==> src/rtl/dfp_pkg.sv <==
package dfp_pkg;
  typedef enum logic [1:0] {
    MIX_AVG = 2'd0,
    MIX_ADD = 2'd1,
    MIX_XOR = 2'd2
  } mix_mode_e;
endpackage

==> src/rtl/dfp_perm_lut.sv <==
module dfp_perm_lut #(
  parameter int W   = 8,
  parameter int MUL = 77,
  parameter int ADD = 91
) (
  input  logic [W-1:0] perm_in,
  output logic [W-1:0] perm_out
);
  localparam int TBL_N = 1 << W;

  logic [W-1:0] tbl [TBL_N];

  // Affine map with odd multiplier and odd offset: bijective, no fixed point
  for (genvar i = 0; i < TBL_N; i++) begin : g_tbl
    assign tbl[i] = W'((MUL * i + ADD) % TBL_N);
  end

  assign perm_out = tbl[perm_in];
endmodule

==> src/rtl/dfp_delay_line.sv <==
module dfp_delay_line #(
  parameter int W        = 8,
  parameter int DEPTH    = 64,
  parameter int FILL_VAL = 0
) (
  input  logic         clk,
  input  logic         rst,
  input  logic         push,
  input  logic [W-1:0] din,
  output logic [W-1:0] dout
);
  localparam int PTR_W = (DEPTH > 1) ? $clog2(DEPTH) : 1;
  localparam int CNT_W = $clog2(DEPTH + 1);

  logic [W-1:0]     mem [DEPTH];
  logic [PTR_W-1:0] ptr_q;
  logic [CNT_W-1:0] fill_q;
  logic             full;

  assign full = (fill_q == CNT_W'(DEPTH));

  // Memory carries no reset so it maps to RAM; the fill count masks stale data
  always_ff @(posedge clk) begin
    if (push) mem[ptr_q] <= din;
  end

  always_ff @(posedge clk) begin
    if (rst) begin
      ptr_q  <= '0;
      fill_q <= '0;
    end else if (push) begin
      ptr_q  <= (ptr_q == PTR_W'(DEPTH - 1)) ? '0 : ptr_q + 1'b1;
      if (!full) fill_q <= fill_q + 1'b1;
    end
  end

  // Read-before-write at the same slot yields the entry pushed DEPTH samples ago
  assign dout = full ? mem[ptr_q] : W'(FILL_VAL);


  fill_step_chk: assert property (@(posedge clk) disable iff (rst)
    (push && !full) |=> (fill_q == $past(fill_q) + 1'b1));


  ptr_hold_chk: assert property (@(posedge clk) disable iff (rst)
    !push |=> ($stable(ptr_q) && $stable(fill_q)));
endmodule

==> src/rtl/dfp_leaky_state.sv <==
module dfp_leaky_state #(
  parameter int SW     = 16,
  parameter int IW     = 8,
  parameter int LSHIFT = 5,
  parameter int RSHIFT = 4
) (
  input  logic          clk,
  input  logic          rst,
  input  logic          step,
  input  logic [IW-1:0] inj,
  output logic [SW-1:0] state_q,
  output logic [SW-1:0] state_nxt
);
  logic [SW:0] leak_w;
  logic [SW:0] gain_w;
  logic [SW:0] sum_w;

  always_comb begin
    leak_w    = {1'b0, state_q >> RSHIFT};
    gain_w    = (SW + 1)'(inj) << LSHIFT;
    sum_w     = {1'b0, state_q} - leak_w + gain_w;
    state_nxt = sum_w[SW-1:0];
  end

  always_ff @(posedge clk) begin
    if (rst)       state_q <= '0;
    else if (step) state_q <= state_nxt;
  end


  state_hold_chk: assert property (@(posedge clk) disable iff (rst)
    !step |=> $stable(state_q));
endmodule

==> src/rtl/dfp_chaos_gen.sv <==
module dfp_chaos_gen #(
  parameter int                DELAY_LEN   = 64,
  parameter int                SW          = 16,
  parameter int                KW          = 8,
  parameter int                LSHIFT      = 5,
  parameter int                RSHIFT      = 4,
  parameter int                KEY_LSB     = 4,
  parameter int                PERM_MUL    = 77,
  parameter int                PERM_ADD    = 91,
  parameter dfp_pkg::mix_mode_e MIX        = dfp_pkg::MIX_AVG,
  parameter bit                TABLE_FIRST = 1'b0
) (
  input  logic          clk,
  input  logic          rst,
  input  logic          en,
  input  logic          couple_en,
  input  logic [KW-1:0] couple_in,
  output logic [KW-1:0] key_out,
  output logic          bit_out,
  output logic          valid
);
  localparam int TBL_N    = 1 << KW;
  localparam int FILL_VAL = TABLE_FIRST ? (PERM_ADD % TBL_N) : 0;

  logic [KW-1:0] tap;
  logic [KW-1:0] perm_in;
  logic [KW-1:0] perm_out;
  logic [KW-1:0] inj;
  logic [KW-1:0] local_f;
  logic [KW-1:0] mixed;
  logic [KW-1:0] push_val;
  logic [KW:0]   pair_sum;
  logic [SW-1:0] state_q;
  logic [SW-1:0] state_nxt;
  logic [KW-1:0] key_q;
  logic          bit_q;
  logic          valid_q;

  dfp_delay_line #(
    .W(KW), .DEPTH(DELAY_LEN), .FILL_VAL(FILL_VAL)
  ) u_delay (
    .clk(clk), .rst(rst), .push(en), .din(push_val), .dout(tap)
  );

  dfp_perm_lut #(
    .W(KW), .MUL(PERM_MUL), .ADD(PERM_ADD)
  ) u_perm (
    .perm_in(perm_in), .perm_out(perm_out)
  );

  dfp_leaky_state #(
    .SW(SW), .IW(KW), .LSHIFT(LSHIFT), .RSHIFT(RSHIFT)
  ) u_state (
    .clk(clk), .rst(rst), .step(en), .inj(inj),
    .state_q(state_q), .state_nxt(state_nxt)
  );

  assign local_f  = state_nxt[KEY_LSB +: KW];
  assign pair_sum = {1'b0, local_f} + {1'b0, couple_in};

  always_comb begin
    if (!couple_en) begin
      mixed = local_f;
    end else begin
      case (MIX)
        dfp_pkg::MIX_AVG: mixed = pair_sum[KW:1];
        dfp_pkg::MIX_ADD: mixed = pair_sum[KW-1:0];
        default:          mixed = local_f ^ couple_in;
      endcase
    end
  end

  if (TABLE_FIRST) begin : g_table_first
    assign perm_in  = mixed;
    assign push_val = perm_out;
    assign inj      = tap;
  end else begin : g_delay_first
    assign perm_in  = tap;
    assign push_val = mixed;
    assign inj      = perm_out;
  end

  always_ff @(posedge clk) begin
    if (rst) begin
      key_q   <= '0;
      bit_q   <= 1'b0;
      valid_q <= 1'b0;
    end else begin
      valid_q <= en;
      if (en) begin
        key_q <= local_f;
        bit_q <= state_nxt[0];
      end
    end
  end

  assign key_out = key_q;
  assign bit_out = bit_q;
  assign valid   = valid_q;


  valid_rise_chk: assert property (@(posedge clk) disable iff (rst)
    en |=> valid_q);


  valid_idle_chk: assert property (@(posedge clk) disable iff (rst)
    !en |=> !valid_q);


  out_hold_chk: assert property (@(posedge clk) disable iff (rst)
    !en |=> ($stable(key_q) && $stable(bit_q)));


  key_state_chk: assert property (@(posedge clk) disable iff (rst)
    (key_q == state_q[KEY_LSB +: KW]) && (bit_q == state_q[0]));


  perm_no_fix_chk: assert property (@(posedge clk) disable iff (rst)
    perm_out != perm_in);
endmodule

==> config.mk <==
export PLATFORM = sky130hd
export DESIGN_NAME = dfp_chaos_gen
export DESIGN_NICKNAME = d
export VERILOG_FILES = /design/src/rtl/dfp_pkg.sv /design/src/rtl/dfp_perm_lut.sv /design/src/rtl/dfp_delay_line.sv /design/src/rtl/dfp_leaky_state.sv /design/src/rtl/dfp_chaos_gen.sv
export SDC_FILE = /design/constraint.sdc
export NUM_CORES = 1
export LEC_CHECK = 0
export ABC_CLOCK_PERIOD_IN_PS = 17600
export BUFFER_PORTS_ARGS = -buffer_cell sky130_fd_sc_hd__buf_2
export CAP_MARGIN = 10
export CORE_UTILIZATION = 50
export DETAILED_ROUTE_END_ITERATION = 8
export PLACE_DENSITY = 0.65
export SLEW_MARGIN = 20
export SYNTH_ARGS = -nofsm -noshare
export SYNTH_HDL_FRONTEND = slang
export SYNTH_SLANG_ARGS = --single-unit
==> constraint.sdc <==
create_clock -name clk -period 17.6 [get_ports clk]
set_clock_uncertainty 0.1 [all_clocks]
set_input_delay 1.76 -clock clk [delete_from_list [all_inputs] [get_ports clk]]
set_output_delay 1.76 -clock clk [all_outputs]
set_load 0.02 [all_outputs]
# [After elaboration in Yosys (flattened, before gate mapping)]
# Memories as Yosys holds them, arrays and structs flattened. A register that Yosys moved wholly into a read port is not among the register bits.
# Cells that the tools add are included.
# W data, S select, Z words.
[classes] n_addsub=5 n_lt_le_gt_ge=1 n_eq_ne=2 mux=9 n_bitwise=2 reduce_logical=1
[op_table] cell="$mux W8" n=4
[op_table] cell="$mux W6" n=3
[op_table] cell="$add A16 B13 Y16" n=1
[op_table] cell="$sub A16 B12 Y16" n=1
[op_table] cell="$add A8 B8 Y9" n=1
[op_table] cell="$ge A9 B9 Y1 const B" n=1
[op_table] cell="$not A8 Y9" n=1
[op_table] cell="$add A7 B1 Y7 const B" n=1
[op_table] cell="$eq A7 B7 Y1 const B" n=1
[op_table] cell="$add A6 B1 Y6 const B" n=1
[op_table] cell="$eq A6 B6 Y1 const B" n=1
[op_table] cell="$mux W1" n=2
[op_table] cell="$reduce_and A2 Y1" n=1
[op_table] cell="$not A1 Y1" n=1
[word_totals] ff_bits=39 ramBits=512 romBits=2048 in_bits=12 output_inout_bits=10 wordCells=28 mem_count=2
[memory_table] name="(name not given)" words=256 word_bits=8 rd=1 rd_ports_with_merged_regs=0 write_ports=0 line_no="dfp_perm_lut.sv:18" text="assign perm_out = tbl[perm_in];"
[memory_table] name="u_delay.mem" words=64 word_bits=8 rd=1 rd_ports_with_merged_regs=1 write_ports=1 line_no="dfp_delay_line.sv:15" text="logic [W-1:0] mem [DEPTH];"

# [Depth between registers and ports, before layout]
[depth] depth_word=9 depth_mapped=31 depth_no_buf=25

# [Modules after synthesis]
# A second synthesis with hierarchy kept.
[unflattened] hier_cells=1488 area_unflattened_um2=24474.7
[by_module_without_submodules] mod="dfp_delay_line" n_inst=1 cells_per_inst=1006 area_per_inst_um2=20788.7 seq_area_each_um2=15755.1
[by_module_without_submodules] mod="dfp_leaky_state" n_inst=1 cells_per_inst=201 area_per_inst_um2=1644.1 seq_area_each_um2=320.3
[by_module_without_submodules] mod="dfp_perm_lut" n_inst=1 cells_per_inst=185 area_per_inst_um2=1244.9 seq_area_each_um2=0.0
[by_module_without_submodules] mod="dfp_chaos_gen" n_inst=1 cells_per_inst=96 area_per_inst_um2=797.0 seq_area_each_um2=200.2

# [Worst setup path after synthesis]
# Ideal clock, no wire load.
[synth_timing] path_type="register -> register" from="reg with a tool-made name" to="mem u_delay.mem[0][4], data pin" setup_time_ns=0.702 t_arrival_ns=7.220 required_time_ns=16.798 path_slack_ns=9.579 path_stages_with_launch=22 n_path_buf=5 synth_period_minus_slack_ns=8.021 cell_sequence="dfxtp_1 buf_4 buf_6 buf_4 buf_2 buf_2 mux4_2 a22oi_1 a31oi_1 mux2_2 nand2_1 ha_1 clkinv_1 fa_1 ha_1 xnor2_1 ha_1 a21o_1 a21o_1 a21o_1 xnor2_1 o21ai_0"
[synth_rtl] item="end, declared" line_no="dfp_delay_line.sv:15"

==> impl_metrics.xml <==
<?xml version="1.0" encoding="UTF-8"?>
<metrics>
  <group name="run_status">
    <metric name="outcome" unit="">finished with violations</metric>
    <metric name="failed_checks" unit="">design-rule violations</metric>
  </group>
  <group name="timing">
    <metric name="finalMaxSlewViolations" unit="">0</metric>
    <metric name="postLayoutSetupSlackWorst" unit="ns">8.76</metric>
    <metric name="relSlewSlack" unit="%">29.0</metric>
    <metric name="worst_max_slew_pin_slew" unit="ns">1.06</metric>
    <metric name="fin_crit" unit="ns">8.84</metric>
    <metric name="final.setup.tns" unit="ns">0</metric>
    <metric name="fmaxAchievable" unit="GHz">0.113</metric>
    <metric name="rsz0062_at_grt" unit="">no</metric>
    <metric name="timing_hold_violations_final" unit="">0</metric>
    <metric name="finalSetupViolCount" unit="">0</metric>
    <metric name="post-route-period-util" unit="%">50.2</metric>
  </group>
  <group name="clock_tree">
    <metric name="clk-insertion-delay-late" unit="ns">0.60</metric>
    <metric name="cts.htree.levels" unit="">2</metric>
    <metric name="number_of_instances_resized_during_post_cts_repair" unit="">0</metric>
    <metric name="clk_path_buf_depth" unit="">3</metric>
    <metric name="cts.reportedPaths.clkPinSlew" unit="ns">0.06</metric>
    <metric name="clock-root-buffer" unit="">clkbuf_16</metric>
    <metric name="cts-buffers-inserted" unit="">56</metric>
    <metric name="cts-hold-fix-buffers" unit="">0</metric>
    <metric name="cts_tree" unit="">built</metric>
    <metric name="number_of_buffers_added_for_setup_after_cts" unit="">0</metric>
    <metric name="clock-sinks" unit="">548</metric>
  </group>
  <group name="global_routing">
    <metric name="grt_overflow" unit="">0</metric>
    <metric name="first_global_vias" unit="">12600</metric>
    <metric name="number_of_antenna_violations_at_the_first_check_in_global_routing" unit="">1</metric>
    <metric name="grt_start_max_net_pins" unit="">123</metric>
    <metric name="grt_util_all_layers" unit="%">23.0</metric>
    <metric name="grt_first_pass_wirelength" unit="mm">81.4</metric>
  </group>
  <group name="floorplan">
    <metric name="dieHeight" unit="µm">221</metric>
    <metric name="core_area" unit="mm²">0.0469</metric>
    <metric name="die_area" unit="mm²">0.0487</metric>
    <metric name="floorplan.initialDensity" unit="%">51.0</metric>
    <metric name="dieWidth" unit="µm">221</metric>
    <metric name="core.rowCount" unit="">79</metric>
    <metric name="pin_count" unit="">22</metric>
  </group>
  <group name="power">
    <metric name="reported_net_switching_power" unit="mW">1.77</metric>
    <metric name="power_frac_comb" unit="%">31.6</metric>
    <metric name="power.static_leakage" unit="nW">8.43</metric>
    <metric name="power.share.sequential" unit="%">46.5</metric>
    <metric name="total_power_density_per_cell_area" unit="mW/mm²">199</metric>
    <metric name="pwr_total" unit="mW">5.23</metric>
    <metric name="p_sw_share" unit="%">33.9</metric>
    <metric name="intPower" unit="mW">3.46</metric>
    <metric name="power_frac_clock" unit="%">21.9</metric>
    <metric name="vdd.ir_drop.worst" unit="µV">417</metric>
  </group>
  <group name="synthesis">
    <metric name="postSynthNetCount" unit="">1454</metric>
    <metric name="ys_warn_count" unit="">0</metric>
    <metric name="synth_async_sr_flop_share" unit="%">0</metric>
    <metric name="netlist_area" unit="mm²">0.0239</metric>
    <metric name="count_of_flip_flops_with_a_built_in_enable_after_synthesis" unit="">512</metric>
    <metric name="synth.avg_cell_area" unit="µm²">17.1</metric>
    <metric name="synth_ff_type" unit="">edfxtp_1</metric>
    <metric name="synth.largest_area_cell" unit="">edfxtp_1</metric>
    <metric name="count_of_state_elements_after_synthesis" unit="">548</metric>
    <metric name="synth.area.top_cells" unit="">edfxtp_1 (64%), mux4_2 (9.5%), mux2i_1 (3.3%)</metric>
    <metric name="synth_seq_area_share" unit="%">67.3</metric>
    <metric name="most_common_library_cells_after_synthesis" unit="">edfxtp_1 (512), nor2_1 (119), mux4_2 (101)</metric>
    <metric name="synth.distinct_cells" unit="">80</metric>
    <metric name="yosys.area.top_type_share" unit="%">64.3</metric>
    <metric name="yosys.cell_count.top_type" unit="">edfxtp_1</metric>
    <metric name="syn-instance-count" unit="">1396</metric>
  </group>
  <group name="layout">
    <metric name="drive_above_1_share" unit="%">17.4</metric>
    <metric name="postLayoutCellArea" unit="mm²">0.0262</metric>
    <metric name="final_nets" unit="">1476</metric>
    <metric name="multi_input_area" unit="mm²">0.00715</metric>
    <metric name="instances_no_fill" unit="">2070</metric>
    <metric name="ff_latch_area" unit="mm²">0.0161</metric>
    <metric name="insertedDiodeCount" unit="">0</metric>
    <metric name="area_growth_syn_to_fin" unit="%">9.72</metric>
    <metric name="fillers" unit="">3626</metric>
  </group>
  <group name="placement">
    <metric name="globalplace.congestion" unit="">0.905</metric>
    <metric name="placement.cell_area" unit="mm²">0.0245</metric>
    <metric name="post-place-cells" unit="">1967</metric>
    <metric name="port-buffer-count" unit="">21</metric>
    <metric name="hpwl" unit="mm">33.7</metric>
    <metric name="pre_cts_slack" unit="ns">8.83</metric>
  </group>
  <group name="setup_path">
    <metric name="setup.worst_path.end_class" unit="">register</metric>
    <metric name="critPathMaxFanout" unit="">64</metric>
    <metric name="worst_setup_path_start_kind" unit="">register</metric>
    <metric name="critPathKind" unit="">reg -&gt; reg</metric>
    <metric name="worstPathRequired" unit="ns">17.81</metric>
    <metric name="critPathArrivalTime" unit="ns">9.05</metric>
  </group>
  <group name="detailed_routing">
    <metric name="avgViaCountPerCell" unit="">6.20</metric>
    <metric name="postRouteWirelength" unit="mm">54.2</metric>
    <metric name="ant_nets" unit="">0</metric>
    <metric name="post-route-drc-count" unit="">1</metric>
    <metric name="detailedRoute.firstPassIterationCount" unit="">8</metric>
    <metric name="via_count" unit="">12800</metric>
    <metric name="post_drt_wl_per_cell" unit="µm">26.2</metric>
    <metric name="drt_first_iter_violations" unit="">1346</metric>
  </group>
  <group name="worst_hold_path">
    <metric name="hold_path_class" unit="">reg -&gt; reg</metric>
    <metric name="timing.hold.worst.start" unit="">u_state.state_q[12]</metric>
  </group>
  <group name="flow_run">
    <metric name="max_cap_viol_count" unit="">0</metric>
  </group>
</metrics>
[metrics by stage]
step                hold slack [ns]  utilization [%]
floorplan                     0.346                -
global placement              0.358             52.2
detailed placement            0.377             52.2
CTS                           0.386             56.0
global route                  0.404             56.0
finish                        0.390             56.0
[flip-flops by register name (all words and copies together), names as in the netlist, named ones only]
signal,cells
u_state.state_q,9
u_delay.mem,512
valid,1
key_out,7
u_delay.fill_q,7
u_delay.ptr_q,6
[critical path, cell delays in order (launching register included)]
cell and delay, ns:
dfxtp_4 0.57, buf_4 0.68, mux4_2 0.59, mux4_2 0.50, mux2i_1 0.42, mux2_2 0.30, nand2b_1 0.35, ha_1 0.47
clkinv_1 0.24, nand2_1 0.10, a21oi_1 0.21, o21bai_1 0.11, a221o_1 0.35, mux2i_1 0.24, fa_1 0.48, ha_1 0.36
and3_1 0.16, a21oi_1 0.16, o21ai_0 0.11, nor2_1 0.12, xnor2_1 0.11, ha_1 0.34, or4b_2 0.59, nand2_1 0.08
a21oi_1 0.04, o211ai_1 0.09, buf_4 0.52
[layout make-up]
class / count / share of cell area [%]
Clock buffer: 71 / 5.64
Inverter: 33 / 0.472
Sequential cell: 548 / 61.4
Timing Repair Buffer: 50 / 1.28
Tap cell: 607 / 2.89
Clock inverter: 32 / 1.09
Multi-Input combinational cell: 729 / 27.2
[power by group through the flow]
stage / sequential (mW) / combinational, mW / clock [mW]
after global placement: 2.46 / 1.60 / 0
after floorplan: 2.52 / 0.967 / 0
final: 2.43 / 1.65 / 1.14
after CTS: 2.44 / 1.69 / 1.17
after global routing: 2.44 / 1.83 / 1.21
after detailed placement: 2.46 / 1.69 / 0
[cell usage in the layout, fill, tap and decap left out, drive strengths merged, types with 20 or more instances in the layout]
cell,Yosys,layout
edfxtp,512,512
mux4,123,123
nor2,119,119
mux2i,78,78
clkbuf,39,71
nand2,52,52
buf,47,50
ha,37,37
dfxtp,36,36
inv,30,32
a22oi,30,30
a21oi,29,29
nand3,28,28
clkinv,3,26
o21ai,20,20
[per-layer routing]
metal / global-route usage (%) / up-vias / routed length [µm]
li1: - / 5619 / -
met1: 32.5 / 6681 / 23100
met2: 37.2 / 461 / 26600
met3: 3.11 / 70 / 3240
met4: 7.08 / 2 / 1220
met5: 0 / - / 9
[worst paths after layout]
kind / to / slack (ns) / cells after the start
hold / removal: u_state.state_q[12] / 0.39 / 2
setup reg to reg: u_delay.mem[16][6] / 8.76 / 26
setup / recovery: u_delay.mem[16][6] / 8.76 / 26
hold reg to reg: u_state.state_q[12] / 0.39 / 2
[logic make-up after synthesis]
| logic type | after synthesis | share of synthesized area (%) |
|---|---|---|
| AO/OA/AOI/OAI | 169 | 5.06 |
| adder cells (fa/ha/maj) | 46 | 2.69 |
| multiplexers | 205 | 15.4 |
| XOR/XNOR | 26 | 0.984 |
| buffers and inverters | 119 | 3.08 |
| AND/OR/NAND/NOR | 283 | 5.48 |
| flip-flops | 548 | 67.3 |
Power figures use the tool's default switching activity.
